[src/rtl/muldiv_pkg.sv]
package muldiv_pkg;

  localparam int unsigned OP_W = 3;

  typedef enum logic [OP_W-1:0] {
    OP_MUL_S  = 3'd0,
    OP_MUL_U  = 3'd1,
    OP_DIV_S  = 3'd2,
    OP_DIV_U  = 3'd3,
    OP_LOAD_H = 3'd4,
    OP_LOAD_L = 3'd5
  } md_op_e;

  typedef enum logic {
    ST_IDLE = 1'b0,
    ST_RUN  = 1'b1
  } md_state_e;

  // sign handling decided at request time, applied at write-back
  typedef struct packed {
    logic is_div;
    logic neg_prod;
    logic neg_quo;
    logic neg_rem;
  } md_sign_t;

endpackage

[src/rtl/muldiv_sign_prep.sv]
module muldiv_sign_prep
  import muldiv_pkg::*;
#(
  parameter int unsigned W = 32
) (
  input  logic [OP_W-1:0] op,
  input  logic [W-1:0]    opa,
  input  logic [W-1:0]    opb,
  output logic [W-1:0]    a_mag,
  output logic [W-1:0]    b_mag,
  output md_sign_t        sign
);

  logic signed_op;
  logic a_neg;
  logic b_neg;
  logic b_zero;

  always_comb begin
    signed_op = (op == OP_MUL_S) || (op == OP_DIV_S);
    a_neg     = signed_op && opa[W-1];
    b_neg     = signed_op && opb[W-1];
    b_zero    = (opb == '0);
    a_mag     = a_neg ? (~opa + 1'b1) : opa;
    b_mag     = b_neg ? (~opb + 1'b1) : opb;

    sign.is_div   = (op == OP_DIV_S) || (op == OP_DIV_U);
    sign.neg_prod = a_neg ^ b_neg;
    // a zero divisor keeps the all-ones quotient regardless of signs
    sign.neg_quo  = (a_neg ^ b_neg) && !b_zero;
    sign.neg_rem  = a_neg;
  end

endmodule

[src/rtl/muldiv_iter_core.sv]
module muldiv_iter_core #(
  parameter int unsigned W = 32
) (
  input  logic         clk,
  input  logic         rst_n,
  input  logic         load,
  input  logic         step,
  input  logic         is_div,
  input  logic [W-1:0] a_mag,
  input  logic [W-1:0] b_mag,
  output logic [W-1:0] step_hi,
  output logic [W-1:0] step_lo
);

  logic [W-1:0] acc_hi_q, acc_hi_d;
  logic [W-1:0] acc_lo_q, acc_lo_d;
  logic [W-1:0] opnd_q,   opnd_d;

  logic [W:0]   mul_sum;
  logic [W:0]   trial;
  logic [W+1:0] diff;
  logic         sub_neg;

  // one shift-add or one restoring-subtract step per cycle
  always_comb begin
    mul_sum = {1'b0, acc_hi_q} + (acc_lo_q[0] ? {1'b0, opnd_q} : '0);
    trial   = {acc_hi_q, acc_lo_q[W-1]};
    diff    = {1'b0, trial} - {2'b00, opnd_q};
    sub_neg = diff[W+1];
    if (is_div) begin
      step_hi = sub_neg ? trial[W-1:0] : diff[W-1:0];
      step_lo = {acc_lo_q[W-2:0], ~sub_neg};
    end else begin
      step_hi = mul_sum[W:1];
      step_lo = {mul_sum[0], acc_lo_q[W-1:1]};
    end
  end

  always_comb begin
    acc_hi_d = acc_hi_q;
    acc_lo_d = acc_lo_q;
    opnd_d   = opnd_q;
    if (load) begin
      acc_hi_d = '0;
      acc_lo_d = a_mag;
      opnd_d   = b_mag;
    end else if (step) begin
      acc_hi_d = step_hi;
      acc_lo_d = step_lo;
    end
  end

  always_ff @(posedge clk or negedge rst_n) begin
    if (!rst_n) begin
      acc_hi_q <= '0;
      acc_lo_q <= '0;
      opnd_q   <= '0;
    end else if (load || step) begin
      acc_hi_q <= acc_hi_d;
      acc_lo_q <= acc_lo_d;
      opnd_q   <= opnd_d;
    end
  end

  // restoring divider invariant: partial remainder stays below the divisor
  p_rem_below_divisor_r4: assert property (@(posedge clk) disable iff (!rst_n)
    (step && is_div && (opnd_q != '0)) |=> (acc_hi_q < opnd_q));

endmodule

[src/rtl/muldiv_sign_fix.sv]
module muldiv_sign_fix
  import muldiv_pkg::*;
#(
  parameter int unsigned W = 32
) (
  input  md_sign_t     sign,
  input  logic [W-1:0] raw_hi,
  input  logic [W-1:0] raw_lo,
  output logic [W-1:0] fix_hi,
  output logic [W-1:0] fix_lo
);

  localparam int unsigned DW = 2 * W;

  logic [DW-1:0] prod;
  logic [DW-1:0] prod_neg;

  always_comb begin
    prod     = {raw_hi, raw_lo};
    prod_neg = ~prod + 1'b1;
    if (sign.is_div) begin
      fix_lo = sign.neg_quo ? (~raw_lo + 1'b1) : raw_lo;
      fix_hi = sign.neg_rem ? (~raw_hi + 1'b1) : raw_hi;
    end else if (sign.neg_prod) begin
      fix_hi = prod_neg[DW-1:W];
      fix_lo = prod_neg[W-1:0];
    end else begin
      fix_hi = raw_hi;
      fix_lo = raw_lo;
    end
  end

endmodule

[src/rtl/muldiv_hilo.sv]
module muldiv_hilo
  import muldiv_pkg::*;
#(
  parameter int unsigned W = 32
) (
  input  logic            clk,
  input  logic            rst_n,
  input  logic            start,
  input  logic [OP_W-1:0] op,
  input  logic [W-1:0]    opa,
  input  logic [W-1:0]    opb,
  output logic            busy,
  output logic [W-1:0]    hi,
  output logic [W-1:0]    lo
);

  localparam int unsigned CW   = $clog2(W);
  localparam logic [CW-1:0] LAST = CW'(W - 1);

  // reset: asserted asynchronously, released on a clock edge
  logic rst_meta_q;
  logic rst_n_s;

  always_ff @(posedge clk or negedge rst_n) begin
    if (!rst_n) begin
      rst_meta_q <= 1'b0;
      rst_n_s    <= 1'b0;
    end else begin
      rst_meta_q <= 1'b1;
      rst_n_s    <= rst_meta_q;
    end
  end

  md_state_e     state_q, state_d;
  logic [CW-1:0] cnt_q, cnt_d;
  md_sign_t      sign_q;
  logic [W-1:0]  hi_q, hi_d;
  logic [W-1:0]  lo_q, lo_d;

  logic         idle;
  logic         arith_req;
  logic         accept;
  logic         load_h;
  logic         load_l;
  logic         last;
  logic [W-1:0] a_mag, b_mag;
  md_sign_t     sign_new;
  logic [W-1:0] step_hi, step_lo;
  logic [W-1:0] fix_hi, fix_lo;

  muldiv_sign_prep #(.W(W)) u_prep (
    .op    (op),
    .opa   (opa),
    .opb   (opb),
    .a_mag (a_mag),
    .b_mag (b_mag),
    .sign  (sign_new)
  );

  muldiv_iter_core #(.W(W)) u_core (
    .clk     (clk),
    .rst_n   (rst_n_s),
    .load    (accept),
    .step    (state_q == ST_RUN),
    .is_div  (sign_q.is_div),
    .a_mag   (a_mag),
    .b_mag   (b_mag),
    .step_hi (step_hi),
    .step_lo (step_lo)
  );

  muldiv_sign_fix #(.W(W)) u_fix (
    .sign   (sign_q),
    .raw_hi (step_hi),
    .raw_lo (step_lo),
    .fix_hi (fix_hi),
    .fix_lo (fix_lo)
  );

  always_comb begin
    idle      = (state_q == ST_IDLE);
    arith_req = (op == OP_MUL_S) || (op == OP_MUL_U) ||
                (op == OP_DIV_S) || (op == OP_DIV_U);
    accept    = idle && start && arith_req;
    load_h    = idle && start && (op == OP_LOAD_H);
    load_l    = idle && start && (op == OP_LOAD_L);
    last      = (state_q == ST_RUN) && (cnt_q == LAST);
  end

  // sequencing
  always_comb begin
    state_d = state_q;
    cnt_d   = cnt_q;
    if (accept) begin
      state_d = ST_RUN;
      cnt_d   = '0;
    end else if (state_q == ST_RUN) begin
      if (last) begin
        state_d = ST_IDLE;
      end else begin
        cnt_d = cnt_q + 1'b1;
      end
    end
  end

  // result pair
  always_comb begin
    hi_d = hi_q;
    lo_d = lo_q;
    if (last) begin
      hi_d = fix_hi;
      lo_d = fix_lo;
    end else if (load_h) begin
      hi_d = opa;
    end else if (load_l) begin
      lo_d = opa;
    end
  end

  always_ff @(posedge clk or negedge rst_n_s) begin
    if (!rst_n_s) begin
      state_q <= ST_IDLE;
      cnt_q   <= '0;
    end else begin
      state_q <= state_d;
      cnt_q   <= cnt_d;
    end
  end

  always_ff @(posedge clk or negedge rst_n_s) begin
    if (!rst_n_s) begin
      sign_q <= '0;
    end else if (accept) begin
      sign_q <= sign_new;
    end
  end

  always_ff @(posedge clk or negedge rst_n_s) begin
    if (!rst_n_s) begin
      hi_q <= '0;
      lo_q <= '0;
    end else if (last || load_h || load_l) begin
      hi_q <= hi_d;
      lo_q <= lo_d;
    end
  end

  assign busy = (state_q == ST_RUN);
  assign hi   = hi_q;
  assign lo   = lo_q;

  p_busy_from_start_r8: assert property (@(posedge clk) disable iff (!rst_n_s)
    $rose(busy) |-> $past(start));

  p_busy_length_r8: assert property (@(posedge clk) disable iff (!rst_n_s)
    $fell(busy) |-> ($past(cnt_q) == LAST));

  p_hold_while_busy_r9: assert property (@(posedge clk) disable iff (!rst_n_s)
    (busy && !last) |=> ($stable(hi) && $stable(lo) && busy));

  p_load_hi_r10: assert property (@(posedge clk) disable iff (!rst_n_s)
    (!busy && start && (op == OP_LOAD_H)) |=> ((hi == $past(opa)) && $stable(lo) && !busy));

  p_load_lo_r10: assert property (@(posedge clk) disable iff (!rst_n_s)
    (!busy && start && (op == OP_LOAD_L)) |=> ((lo == $past(opa)) && $stable(hi) && !busy));

  p_unused_code_r11: assert property (@(posedge clk) disable iff (!rst_n_s)
    (!busy && start && (op > 3'd5)) |=> ($stable(hi) && $stable(lo) && !busy));

endmodule

[config.mk]
export PLATFORM = sky130hd
export DESIGN_NAME = muldiv_hilo
export DESIGN_NICKNAME = d
export VERILOG_FILES = /design/src/rtl/muldiv_pkg.sv /design/src/rtl/muldiv_sign_prep.sv /design/src/rtl/muldiv_iter_core.sv /design/src/rtl/muldiv_sign_fix.sv /design/src/rtl/muldiv_hilo.sv
export SDC_FILE = /design/constraint.sdc
export NUM_CORES = 1
export LEC_CHECK = 0
export BUFFER_PORTS_ARGS = -buffer_cell sky130_fd_sc_hd__clkbuf_2
export CAP_MARGIN = 0
export CORE_UTILIZATION = 55
export CTS_CLUSTER_SIZE = 25
export DETAILED_ROUTE_END_ITERATION = 12
export GPL_ROUTABILITY_DRIVEN = 0
export GPL_TIMING_DRIVEN = 1
export PLACE_DENSITY = 0.74
export SYNTH_ARGS = -nofsm -noshare
export SYNTH_HDL_FRONTEND = slang
export SYNTH_HIERARCHICAL = 1
export SYNTH_SLANG_ARGS = --single-unit
[constraint.sdc]
create_clock -name clk -period 6.65 [get_ports clk]
set_clock_uncertainty 0.05 [all_clocks]
set_input_delay 0.9975 -clock clk [delete_from_list [all_inputs] [get_ports clk]]
set_output_delay 0.9975 -clock clk [all_outputs]
set_load 0.005 [all_outputs]
* After elaboration in Yosys (flattened, before gate mapping)
Cells that the tools add are included.
** Word-level totals
- Flip-flop bits (word level) :: 172
- Logic and storage cells :: 91
** Operators by class
- Reduce and logical (&&, ||, !) cells :: 27
- Bitwise logic cells :: 8
- Equal/unequal tests :: 8
- Add/subtract/negate cells :: 8
- Muxes and demuxes :: 27
** Operator list (count)
- two-way mux 32 bit :: 21
- adder 32 x 1 -> 32 bit (second input constant) :: 4
- NOT 32 bit :: 4
- adder 64 x 1 -> 64 bit (second input constant) :: 1
- NOT 64 bit :: 1
- subtractor 33 x 32 -> 34 bit :: 1
- adder 32 x 33 -> 33 bit :: 1
- logical NOT 32 bit :: 1
- two-way mux 5 bit :: 3
- logical AND 1 bit :: 8
- logical OR 1 bit :: 8
- AND reduction 2 bit :: 4
- == test 3 x 2 -> 1 bit (second input constant) :: 2
- == test 3 bit (second input constant) :: 2
- nonzero test 2 bit :: 3
- adder 5 x 1 -> 5 bit (second input constant) :: 1
- == test 5 bit (second input constant) :: 1
- inequality test 2 x 1 -> 1 bit (second input constant) :: 2
- == test 3 x 1 -> 1 bit (second input constant) :: 1
- logical NOT 3 bit :: 1
- two-way mux 1 bit :: 3
- AND reduction 3 bit :: 1
- NOT 1 bit :: 2
- logical NOT 1 bit :: 1
- bitwise XOR 1 bit :: 1

* Longest topological paths before layout
Gate-level depths: netlist (run 1).
- Word-level depth :: 8
- Mapped depth :: 24
- Mapped depth without buffers :: 21

* Modules after synthesis
The synthesis (run 1) kept the hierarchy.
** Modules (own cells, without submodules)
- muldiv_iter_core :: times used 1, area an instance 8672.1 sq um, sequential area each 2402.3 sq um, cells each 1055
- muldiv_hilo :: times used 1, area an instance 3633.5 sq um, sequential area each 1901.8 sq um, cells each 402
- muldiv_sign_fix :: times used 1, area an instance 1833.0 sq um, sequential area each 0.0 sq um, cells each 281
- muldiv_sign_prep :: times used 1, area an instance 1391.3 sq um, sequential area each 0.0 sq um, cells each 195

* Worst setup path before layout (run 1)
Ideal clock, no wire load.
- Kind :: flip-flop to flip-flop
- Start :: reg u_core.acc_hi_q[9]
- End :: reg hi_q[6] (netlist: hi[6])
- Data required time :: 6.523 ns
- Setup slack :: 1.438 ns
- Arrival :: 5.085 ns
- Library setup time :: 0.077 ns
- Cell stages (with the launch flop) :: 23
- Buffers on the path :: 4
- Cells stage by stage :: dfrtp_1 -> ha_1 -> and3_1 -> buf_6 -> and4_1 -> o211a_1 -> or3b_4 -> o22ai_4 -> o21a_1 -> buf_6 -> buf_4 -> a21oi_1 -> inv_1 -> ha_1 -> or4b_4 -> or4_4 -> buf_6 -> o41a_4 -> and2_4 -> o41ai_2 -> xnor2_1 -> nor2_1 -> a21oi_1
** On the way
- Cells in the longest elaborated chain, start to end :: 8
** Ends and longest elaborated chain
- start, declared :: RTL line muldiv_iter_core.sv:15 : logic [W-1:0] acc_hi_q, acc_hi_d;
- start signal, assigned :: RTL line muldiv_iter_core.sv:59 : acc_hi_q <= acc_hi_d;
- subtractor 33 x 32 -> 34 bit :: RTL line muldiv_iter_core.sv:28 : diff = {1'b0, trial} - {2'b00, opnd_q};
- NOT 1 bit :: RTL line muldiv_iter_core.sv:32 : step_lo = {acc_lo_q[W-2:0], ~sub_neg};
- two-way mux 32 bit :: RTL line muldiv_iter_core.sv:30 : if (is_div) begin
- named net step_lo[0] :: RTL line muldiv_hilo.sv:48 : logic [W-1:0] step_hi, step_lo;
- NOT 64 bit :: RTL line muldiv_sign_fix.sv:20 : prod_neg = ~prod + 1'b1;
- adder 64 x 1 -> 64 bit :: RTL line muldiv_sign_fix.sv:20
- two-way mux 32 bit :: RTL line muldiv_sign_fix.sv:24 : end else if (sign.neg_prod) begin
- two-way mux 32 bit :: RTL line muldiv_sign_fix.sv:21 : if (sign.is_div) begin
- named net fix_hi[6] :: RTL line muldiv_hilo.sv:49 : logic [W-1:0] fix_hi, fix_lo;
- two-way mux 32 bit :: RTL line muldiv_hilo.sv:110 : if (last) begin
- end signal, assigned :: RTL line muldiv_hilo.sv:143 : hi_q <= hi_d;
- end, declared :: RTL line muldiv_hilo.sv:37 : logic [W-1:0] hi_q, hi_d;
The timed path passes the listed nets, and every way through them passes these cells.
A chain may end at the register's enable or synchronous reset.

* Worst setup path in the final report (run 1)
- Start :: reg u_core.acc_hi_q[9]
- End :: reg hi_q[28] (netlist: hi[28])
** On the way
- Cells in the longest elaborated chain, start to end :: 8
** Ends and longest elaborated chain
- subtractor 33 x 32 -> 34 bit (*) :: RTL line muldiv_iter_core.sv:28
- two-way mux 32 bit (*) :: RTL line muldiv_iter_core.sv:31 : step_hi = sub_neg ? trial[W-1:0] : diff[W-1:0];
- two-way mux 32 bit (*) :: RTL line muldiv_iter_core.sv:30
- named net step_hi[0] :: RTL line muldiv_hilo.sv:48
- NOT 64 bit / NOT 32 bit (equally long branches) :: RTL line muldiv_sign_fix.sv:20, muldiv_sign_fix.sv:23
- adder 64 x 1 -> 64 bit / adder 32 x 1 -> 32 bit (equally long branches) :: RTL line muldiv_sign_fix.sv:20, muldiv_sign_fix.sv:23
- two-way mux 32 bit, on equally long branches :: RTL line muldiv_sign_fix.sv:24, muldiv_sign_fix.sv:23
- two-way mux 32 bit (*) :: RTL line muldiv_sign_fix.sv:21
- named net fix_hi[28] :: RTL line muldiv_hilo.sv:49
- two-way mux 32 bit (*) :: RTL line muldiv_hilo.sv:110
The timed path passes the listed nets; every way through them passes the cells marked *.

==> flow_summary.json, run 1 <==
{
  "avgViaCountPerCell": 6.470,
  "r2r_cells": 20,
  "hp-class": "input pin to async pin",
  "synthDistinctLibCells": 92,
  "r2r-start": "u_core/acc_hi_q[9]$_DFFE_PN0N_",
  "ys_async_sr_fraction_pct": 100.0,
  "path_clk_slew_ns": 0.09,
  "synth_area_leaders": "dfrtp_1 28%, o21ai_0 6.4%, xnor2_1 6.0%, ha_1 5.6%, a21oi_1 5.4%",
  "mappedNetlistArea_mm2": 0.01553,
  "avgSynthCellArea_um2": 8.034,
  "antenna_found_initial": 0,
  "core_area_mm2": 0.02778,
  "synth_seq_cells": 172,
  "overflow": 0,
  "postCtsSetupBuffers": 0,
  "cp_num_buf_inv": 2,
  "dr.pass1.iters": 7,
  "finalWorstPathRequiredPeriod_ns": 5.877,
  "fin_setup_tns_ns": 0,
  "cts_tree": "yes",
  "critPathLaunchType": "flop",
  "fp.dieW_um": 170.0,
  "grt_pass1_wl_um": 76810,
  "die_area_mm2": 0.02891,
  "port-buffer-count": 134,
  "cts_max_level": 4,
  "path_delay_family": "simple AND/OR/NAND/NOR gates",
  "grt_use_total_pct": 33.41,
  "drv_slew": 0,
  "hold_viol_final": 0,
  "dieHeight_um": 170.0,
  "ys_warn_count": 6,
  "setup_viol": 0,
  "clk_latency_ns": 0.46,
  "synth.net_count": 2075,
  "fp-row-count": 61,
  "timing.slew.headroom_pct": 15.73,
  "drive_above_1_share_pct": 14.08,
  "num_vias": 15320,
  "final_nets": 2118,
  "cts_made_buffers": 17,
  "place_inst": 2335,
  "grt_max_degree": 76,
  "start_util_pct": 55.90,
  "rsz0062_at_grt": "false",
  "cap_viol_max_count": 0,
  "synth_edf_count": 0,
  "rrSetupSlack_ns": 0.77,
  "cts_sinks": 172,
  "cp.arrival_ns": 6.20,
  "postCtsHoldBufs": 0,
  "worst_slew_pin_slew_ns": 1.264,
  "postSynthCellCount": 1933,
  "drc": 0,
  "layoutNonFillerInstCount": 2367,
  "crit_path_end_kind": "flop",
  "max-clock-path-buffers": 2,
  "grt_pass1_vias": 14160,
  "yosys.area.top_type": "dfrtp_1",
  "finalWirelength_um": 48070,
  "synth_top_area_share_pct": 27.72,
  "critPathMaxStageDelay_ns": 0.51,
  "fmax_mhz": 170.2,
  "synthToLayoutAreaGrowth_pct": 7.960,
  "synth_ff_type": "dfrtp_1",
  "cp_data_required_time_ns": 6.98,
  "wl_per_cell_um": 20.31,
  "cts_resized": 0,
  "critPathKind": "flop to flop",
  "dpl_cell_area_mm2": 0.01619,
  "drtAntennaViolNets": 0,
  "cp_slowest_cell": "nor3b_1",
  "min_period_over_period_pct": 88.37,
  "diodes": 0,
  "root_buffer": "clkbuf_16",
  "path_cells": "ha_1, and3_1, a221oi_2, o22ai_1, or3b_4, o22ai_4, o21a_1, buf_4, nor2_1, a21oi_1, a21oi_1, inv_1, ha_1, nor3b_1, nand4_1, or2_2, o41ai_1, xnor2_1, nor2_1, a21oi_1",
  "fin_area_mm2": 0.01677,
  "dp_hpwl_um": 34050,
  "worst-path-max-fanout": 26,
  "drt-initial-drc-count": 1818,
  "pin_count": 135,
  "r2r-end": "hi[28]$_DFFE_PN0P_",
  "ys_seq_area_share_pct": 27.72,
  "cp_common_cell": "a21oi_1",
  "status": "finished clean"
}
[per-stage QoR]
step	hold WS, ns	worst slack (ns)	utilization [%]
2_1_floorplan	0.2812	1.438	-
3_5_place_dp	0.2905	0.9822	58.26
3_3_place_gp	0.2876	1.094	58.26
6_report	0.2526	0.7734	60.35
5_1_grt	0.2451	0.5542	60.35
4_1_cts	0.2480	0.9769	60.35
[Yosys cell counts, types with 5 or more instances]
master / instances
nand3b_1: 6
xor2_1: 68
ha_1: 70
nand2_1: 160
inv_1: 60
o41ai_1: 21
a211oi_1: 10
nor3_1: 26
o31ai_1: 25
or4_1: 11
and2_1: 37
buf_2: 18
nor4_1: 12
or4_4: 6
o21bai_1: 6
clkbuf_2: 7
nand3_1: 25
and4_1: 5
a21oi_1: 167
mux2i_1: 61
mux2_2: 36
or3_1: 15
a31oi_1: 82
nor2_1: 193
and3_1: 12
o21ai_1: 9
a311oi_1: 5
buf_1: 12
xnor2_1: 106
nand4_1: 15
buf_6: 13
or2_2: 6
a31oi_2: 7
o211ai_1: 11
nand2b_1: 12
o21ai_0: 199
a21o_1: 41
dfrtp_1: 172
buf_4: 5
clkbuf_1: 72
o21a_1: 19
nor2b_1: 12
[routing by layer]
layer	vias up	track usage [%]	wire length, um
met3	150	5.442	4229
met4	0	13.28	1734
met2	798	51.41	21200
li1	7061	-	-
met5	-	0	0
met1	7306	46.62	20910
[how the worst max path moves through the flow]
stage	from	endpoint	slack, ns	cells after the start
4_1_cts	u_core/acc_lo_q[0]$_DFFE_PN0N_	hi[25]$_DFFE_PN0P_	0.98	19
5_1_grt	u_core/opnd_q[19]$_DFFE_PN0P_	hi[28]$_DFFE_PN0P_	0.55	17
2_1_floorplan	u_core/acc_hi_q[9]$_DFFE_PN0N_	hi[6]$_DFFE_PN0P_	1.44	22
3_3_place_gp	u_core/acc_hi_q[10]$_DFFE_PN0N_	hi[28]$_DFFE_PN0P_	1.09	20
6_report	u_core/acc_hi_q[9]$_DFFE_PN0N_	hi[28]$_DFFE_PN0P_	0.77	20
3_5_place_dp	u_core/acc_lo_q[0]$_DFFE_PN0N_	hi[25]$_DFFE_PN0P_	0.98	19
[registers in the layout, indices dropped and copies added, names as in the netlist]
| register | count |
|---|---|
| busy | 1 |
| cnt_q | 5 |
| hi | 32 |
| lo | 32 |
| rst_meta_q | 1 |
| rst_n_s | 1 |
| sign_q | 4 |
| u_core/acc_hi_q | 32 |
| u_core/acc_lo_q | 32 |
| u_core/opnd_q | 32 |
[cell usage in the layout, fill, tap and decap left out, types with 60 or more instances in the layout]
| cell | n |
|---|---|
| a31oi_1 | 82 |
| inv_1 | 60 |
| mux2i_1 | 61 |
| clkbuf_2 | 134 |
| dfrtp_1 | 169 |
| nand2_1 | 159 |
| ha_1 | 70 |
| xor2_1 | 68 |
| nor2_1 | 193 |
| xnor2_1 | 106 |
| a21oi_1 | 167 |
| o21ai_0 | 199 |
[worst reg2reg max path: stages, from the launching register on]
cell and delay [ns]:
dfrtp_1 0.43, ha_1 0.39, and3_1 0.28, a221oi_2 0.28
o22ai_1 0.16, or3b_4 0.44, o22ai_4 0.16, o21a_1 0.26
buf_4 0.38, nor2_1 0.07, a21oi_1 0.13, a21oi_1 0.28
inv_1 0.21, ha_1 0.21, nor3b_1 0.51, nand4_1 0.40
or2_2 0.47, o41ai_1 0.33, xnor2_1 0.16, nor2_1 0.06
a21oi_1 0.13
[layout make-up]
class | instances | area [um2]
tap | 378 | 473.0
timing repair buffer | 152 | 805.8
clock inverter | 14 | 150.1
clock buffer | 18 | 429.2
inverter | 62 | 235.2
fill | 2542 | 11020
sequential | 172 | 4315
multi-input combinational | 1571 | 10360
[cells by family after synthesis]
family                   Yosys count  share of synthesized area [%]
AO/OA/AOI/OAI                    652                          26.27
XOR/XNOR                         174                          9.813
adder cells (fa/ha/maj)           72                          5.898
buffers and inverters            190                          5.648
flip-flops                       172                          27.72
multiplexers                      97                          6.542
other                              1                        0.02415
AND/OR/NAND/NOR                  575                          18.09
Power of run 1 is left out: the tool's default activity adds up to more than one toggle a clock period on the data nets, which glitch-free logic cannot reach.
==> inputs of run 2 (changes only) <==
--- a/config.mk
+++ b/config.mk
@@ -12,7 +12,7 @@
 export DETAILED_ROUTE_END_ITERATION = 12
 export GPL_ROUTABILITY_DRIVEN = 0
 export GPL_TIMING_DRIVEN = 1
-export PLACE_DENSITY = 0.74
+export PLACE_DENSITY = 0.79
 export SYNTH_ARGS = -nofsm -noshare
 export SYNTH_HDL_FRONTEND = slang
 export SYNTH_HIERARCHICAL = 1
==> flow_summary.json, run 2 (synthesis gave the netlist of run 1 again) <==
{
  "diodes": 0,
  "min_period_over_period_pct": 87.96,
  "cp.arrival_ns": 6.12,
  "port-buffer-count": 134,
  "wl_per_cell_um": 19.84,
  "root_buffer": "clkbuf_16",
  "cap_viol_max_count": 0,
  "antenna_found_initial": 0,
  "cts_resized": 0,
  "layout_commonest_cell": "o21ai_0",
  "start_util_pct": 55.90,
  "drive_above_1_share_pct": 14.08,
  "num_vias": 15400,
  "drt-initial-drc-count": 2160,
  "register_area_mm2": 0.004315,
  "dieHeight_um": 170.0,
  "rrSetupSlack_ns": 0.80,
  "cts_max_level": 4,
  "final_nets": 2117,
  "core_area_mm2": 0.02778,
  "finalWorstPathRequiredPeriod_ns": 5.850,
  "r2r_cells": 19,
  "avgViaCountPerCell": 6.510,
  "cts_sinks": 172,
  "fin_area_mm2": 0.01677,
  "fin_setup_tns_ns": 0,
  "hp-class": "input pin to async pin",
  "clk_latency_ns": 0.45,
  "fp.dieW_um": 170.0,
  "dpl_cell_area_mm2": 0.01618,
  "layoutNonFillerInstCount": 2366,
  "drv_slew": 0,
  "path_clk_slew_ns": 0.08,
  "die_area_mm2": 0.02891,
  "grt_max_degree": 69,
  "synthToLayoutAreaGrowth_pct": 8.008,
  "cp_data_required_time_ns": 6.92,
  "critPathKind": "flop to flop",
  "drc": 0,
  "overflow": 0,
  "max-clock-path-buffers": 2,
  "final_cell_mix": "199 x o21ai_0, 193 x nor2_1, 169 x dfrtp_1, 167 x a21oi_1, 159 x nand2_1",
  "critPathLaunchType": "flop",
  "fillers": 2489,
  "postCtsHoldBufs": 0,
  "place_inst": 2334,
  "multi_input_area_mm2": 0.01036,
  "hold_viol_final": 0,
  "rsz0062_at_grt": "false",
  "fp-row-count": 61,
  "post-place-ws_ns": 1.028,
  "crit_path_end_kind": "flop",
  "setup_viol": 0,
  "worst-path-max-fanout": 34,
  "grt_use_total_pct": 32.72,
  "drtAntennaViolNets": 0,
  "cp-startpoint": "u_core/acc_lo_q[0]$_DFFE_PN0N_",
  "fin_ws_ns": 0.8004,
  "cts_made_buffers": 17,
  "grt_pass1_vias": 14490,
  "grt_pass1_wl_um": 75430,
  "postCtsSetupBuffers": 0,
  "worst_slew_pin_slew_ns": 1.118,
  "fmax_mhz": 171.0,
  "r2r-start": "u_core/acc_lo_q[0]$_DFFE_PN0N_",
  "status": "finished clean",
  "dp_hpwl_um": 33560,
  "cts_tree": "yes",
  "pin_count": 135,
  "dr.pass1.iters": 8,
  "finalWirelength_um": 46940,
  "timing.slew.headroom_pct": 25.46
}
## run 2: metrics by stage
stage          hold WS, ns  util, %
3_3_place_gp        0.2842    58.24
5_1_grt             0.2567    60.38
6_report            0.2695    60.38
3_5_place_dp        0.2887    58.24
2_1_floorplan       0.2812        -
4_1_cts             0.2581    60.38
## run 2: layout make-up
class	instances	area share, %
Multi-Input combinational cell	1571	61.75
Sequential cell	172	25.73
Timing Repair Buffer	151	4.759
Tap cell	378	2.820
Clock buffer	17	2.536
Inverter	62	1.402
Clock inverter	15	1.007
## run 2: worst paths after layout
kind | end
max | hi[25]$_DFFE_PN0P_
min | rst_n_s$_DFF_PN0_
max reg2reg | hi[25]$_DFFE_PN0P_
min reg2reg | hi[5]$_DFFE_PN0P_
max in group asynchronous | busy$_DFF_PN0_
min in group clk | rst_n_s$_DFF_PN0_
## run 2: metal layers
layer	GRT usage [%]	up-vias	part of all wire, %
met5	0	-	0
met4	14.06	0	3.7
met3	5.953	160	9.4
met2	50.93	884	45
met1	44.42	7305	42
li1	-	7053	-
## run 2: worst max-delay path, stage by stage, from the launching register on
cell and delay [ns]:
dfrtp_1 1.06, and2_1 0.25, ha_1 0.27, a21oi_1 0.21, o21ai_0 0.17, a311oi_1 0.38
o21ai_2 0.15, a211o_2 0.41, a31oi_1 0.37, xnor2_1 0.12, nand2_1 0.12, o21ai_0 0.17
nor4_1 0.64, nand2_1 0.14, or4b_2 0.63, a31oi_1 0.18, a21oi_1 0.08, xor2_1 0.17
nor2_1 0.11, a21oi_1 0.05
Power of run 2 is left out for the same reason.
==> inputs of run 3 (changes only) <==
==> constraint.sdc (replaced) <==
create_clock -name clk -period 6.65 [get_ports clk]
set_clock_uncertainty 0.05 [all_clocks]
set_input_delay 1.33 -clock clk [delete_from_list [all_inputs] [get_ports clk]]
set_output_delay 1.33 -clock clk [all_outputs]
set_load 0.005 [all_outputs]
==> flow_summary.json, run 3 (synthesis gave the netlist of run 1 again) <==
{
  "final_util_pct": 60.37,
  "cp_data_required_time_ns": 6.96,
  "worst_slew_pin_slew_ns": 1.266,
  "layout_commonest_cell": "o21ai_0",
  "root_buffer": "clkbuf_16",
  "hp-class": "flop to async pin",
  "timing.slew.headroom_pct": 15.57,
  "dr.pass1.iters": 6,
  "clk_latency_ns": 0.44,
  "drtAntennaViolNets": 0,
  "worst-path-max-fanout": 26,
  "fin_setup_tns_ns": 0,
  "rsz0062_at_grt": "false",
  "cap_viol_max_count": 0,
  "fp.dieW_um": 170.0,
  "critPathLaunchType": "flop",
  "overflow": 0,
  "avgViaCountPerCell": 6.605,
  "post-place-ws_ns": 1.082,
  "cts_tree": "yes",
  "fin_ws_ns": 0.9076,
  "num_vias": 15620,
  "final_cell_mix": "199 x o21ai_0, 193 x nor2_1, 169 x dfrtp_1, 167 x a21oi_1, 159 x nand2_1",
  "dp_hpwl_um": 34080,
  "dieHeight_um": 170.0,
  "finalWirelength_um": 47290,
  "finalWorstPathRequiredPeriod_ns": 5.742,
  "dpl_cell_area_mm2": 0.01617,
  "core_area_mm2": 0.02778,
  "drv_slew": 0,
  "grt_use_total_pct": 32.39,
  "port-buffer-count": 134,
  "crit_path_end_kind": "flop",
  "cp.arrival_ns": 6.05,
  "pin_count": 135,
  "status": "finished clean",
  "fillers": 2487,
  "setup_viol": 0,
  "grt_max_degree": 99,
  "hold_viol_final": 0,
  "start_util_pct": 55.90,
  "cts_resized": 0,
  "diodes": 0,
  "path_clk_slew_ns": 0.08,
  "fmax_mhz": 174.1,
  "fin_area_mm2": 0.01677,
  "final_nets": 2116,
  "cts_max_level": 4,
  "antenna_found_initial": 0,
  "drc": 0,
  "synthToLayoutAreaGrowth_pct": 8.000,
  "grt_pass1_wl_um": 74890,
  "min_period_over_period_pct": 86.35,
  "critPathKind": "flop to flop",
  "fp-row-count": 61,
  "cts_sinks": 172,
  "cts_made_buffers": 17,
  "drive_above_1_share_pct": 13.99,
  "postCtsHoldBufs": 0,
  "die_area_mm2": 0.02891,
  "grt_pass1_vias": 14180,
  "postCtsSetupBuffers": 0,
  "max-clock-path-buffers": 2,
  "wl_per_cell_um": 19.99,
  "drt-initial-drc-count": 2111
}
run 3: area by class of cell:
class                           instances  area (um2)  share of cell area, %
Multi-Input combinational cell       1571       10360                  61.75
Sequential cell                       172        4315                  25.73
Timing Repair Buffer                  150       790.8                  4.715
Tap cell                              378       473.0                  2.820
Clock buffer                           18       429.2                  2.559
Inverter                               62       235.2                  1.402
Clock inverter                         14       171.4                  1.022
run 3: routing by layer:
metal,GRT usage [%],vias up,part of all wire [%]
met3,4.791,162,10
met5,0,-,0
met4,14.10,0,4.1
met1,44.77,7351,41
li1,-,7058,-
met2,50.21,1051,44
run 3: through the flow:
stage,instances,hold WS (ns)
global placement,2333,0.2825
finish,2365,0.2941
floorplan,1933,0.2812
CTS,2365,0.3043
detailed placement,2333,0.2864
global route,2365,0.3264
run 3: critical path, cell delays in order, from the launching register on:
cell,delay (ns)
dfrtp_1,0.42
ha_1,0.38
and3_1,0.28
a221oi_2,0.30
o22ai_1,0.16
or3b_4,0.44
o22ai_4,0.17
o21a_1,0.20
buf_4,0.35
nor2_1,0.07
a21oi_1,0.12
a21oi_1,0.27
inv_1,0.21
ha_1,0.23
nor3b_1,0.49
nand4_1,0.35
or2_2,0.44
o41ai_1,0.34
xnor2_1,0.16
nor2_1,0.06
a21oi_1,0.14
run 3: path summary, 6_finish.rpt:
path                                                 start            endpoint  slack [ns]  depth (start not counted)
hold / removal                           rst_n_s$_DFF_PN0_   hi[5]$_DFFE_PN0P_        0.29                          0
setup reg to reg           u_core/acc_hi_q[10]$_DFFE_PN0N_  hi[28]$_DFFE_PN0P_        0.91                         20
hold reg to reg                          rst_n_s$_DFF_PN0_   hi[5]$_DFFE_PN0P_        0.29                          0
min in group clk                      rst_meta_q$_DFF_PN0_   rst_n_s$_DFF_PN0_        0.30                          0
max in group asynchronous                rst_n_s$_DFF_PN0_      busy$_DFF_PN0_        4.88                          1
setup / recovery           u_core/acc_hi_q[10]$_DFFE_PN0N_  hi[28]$_DFFE_PN0P_        0.91                         20
Power of run 3 is left out for the same reason.
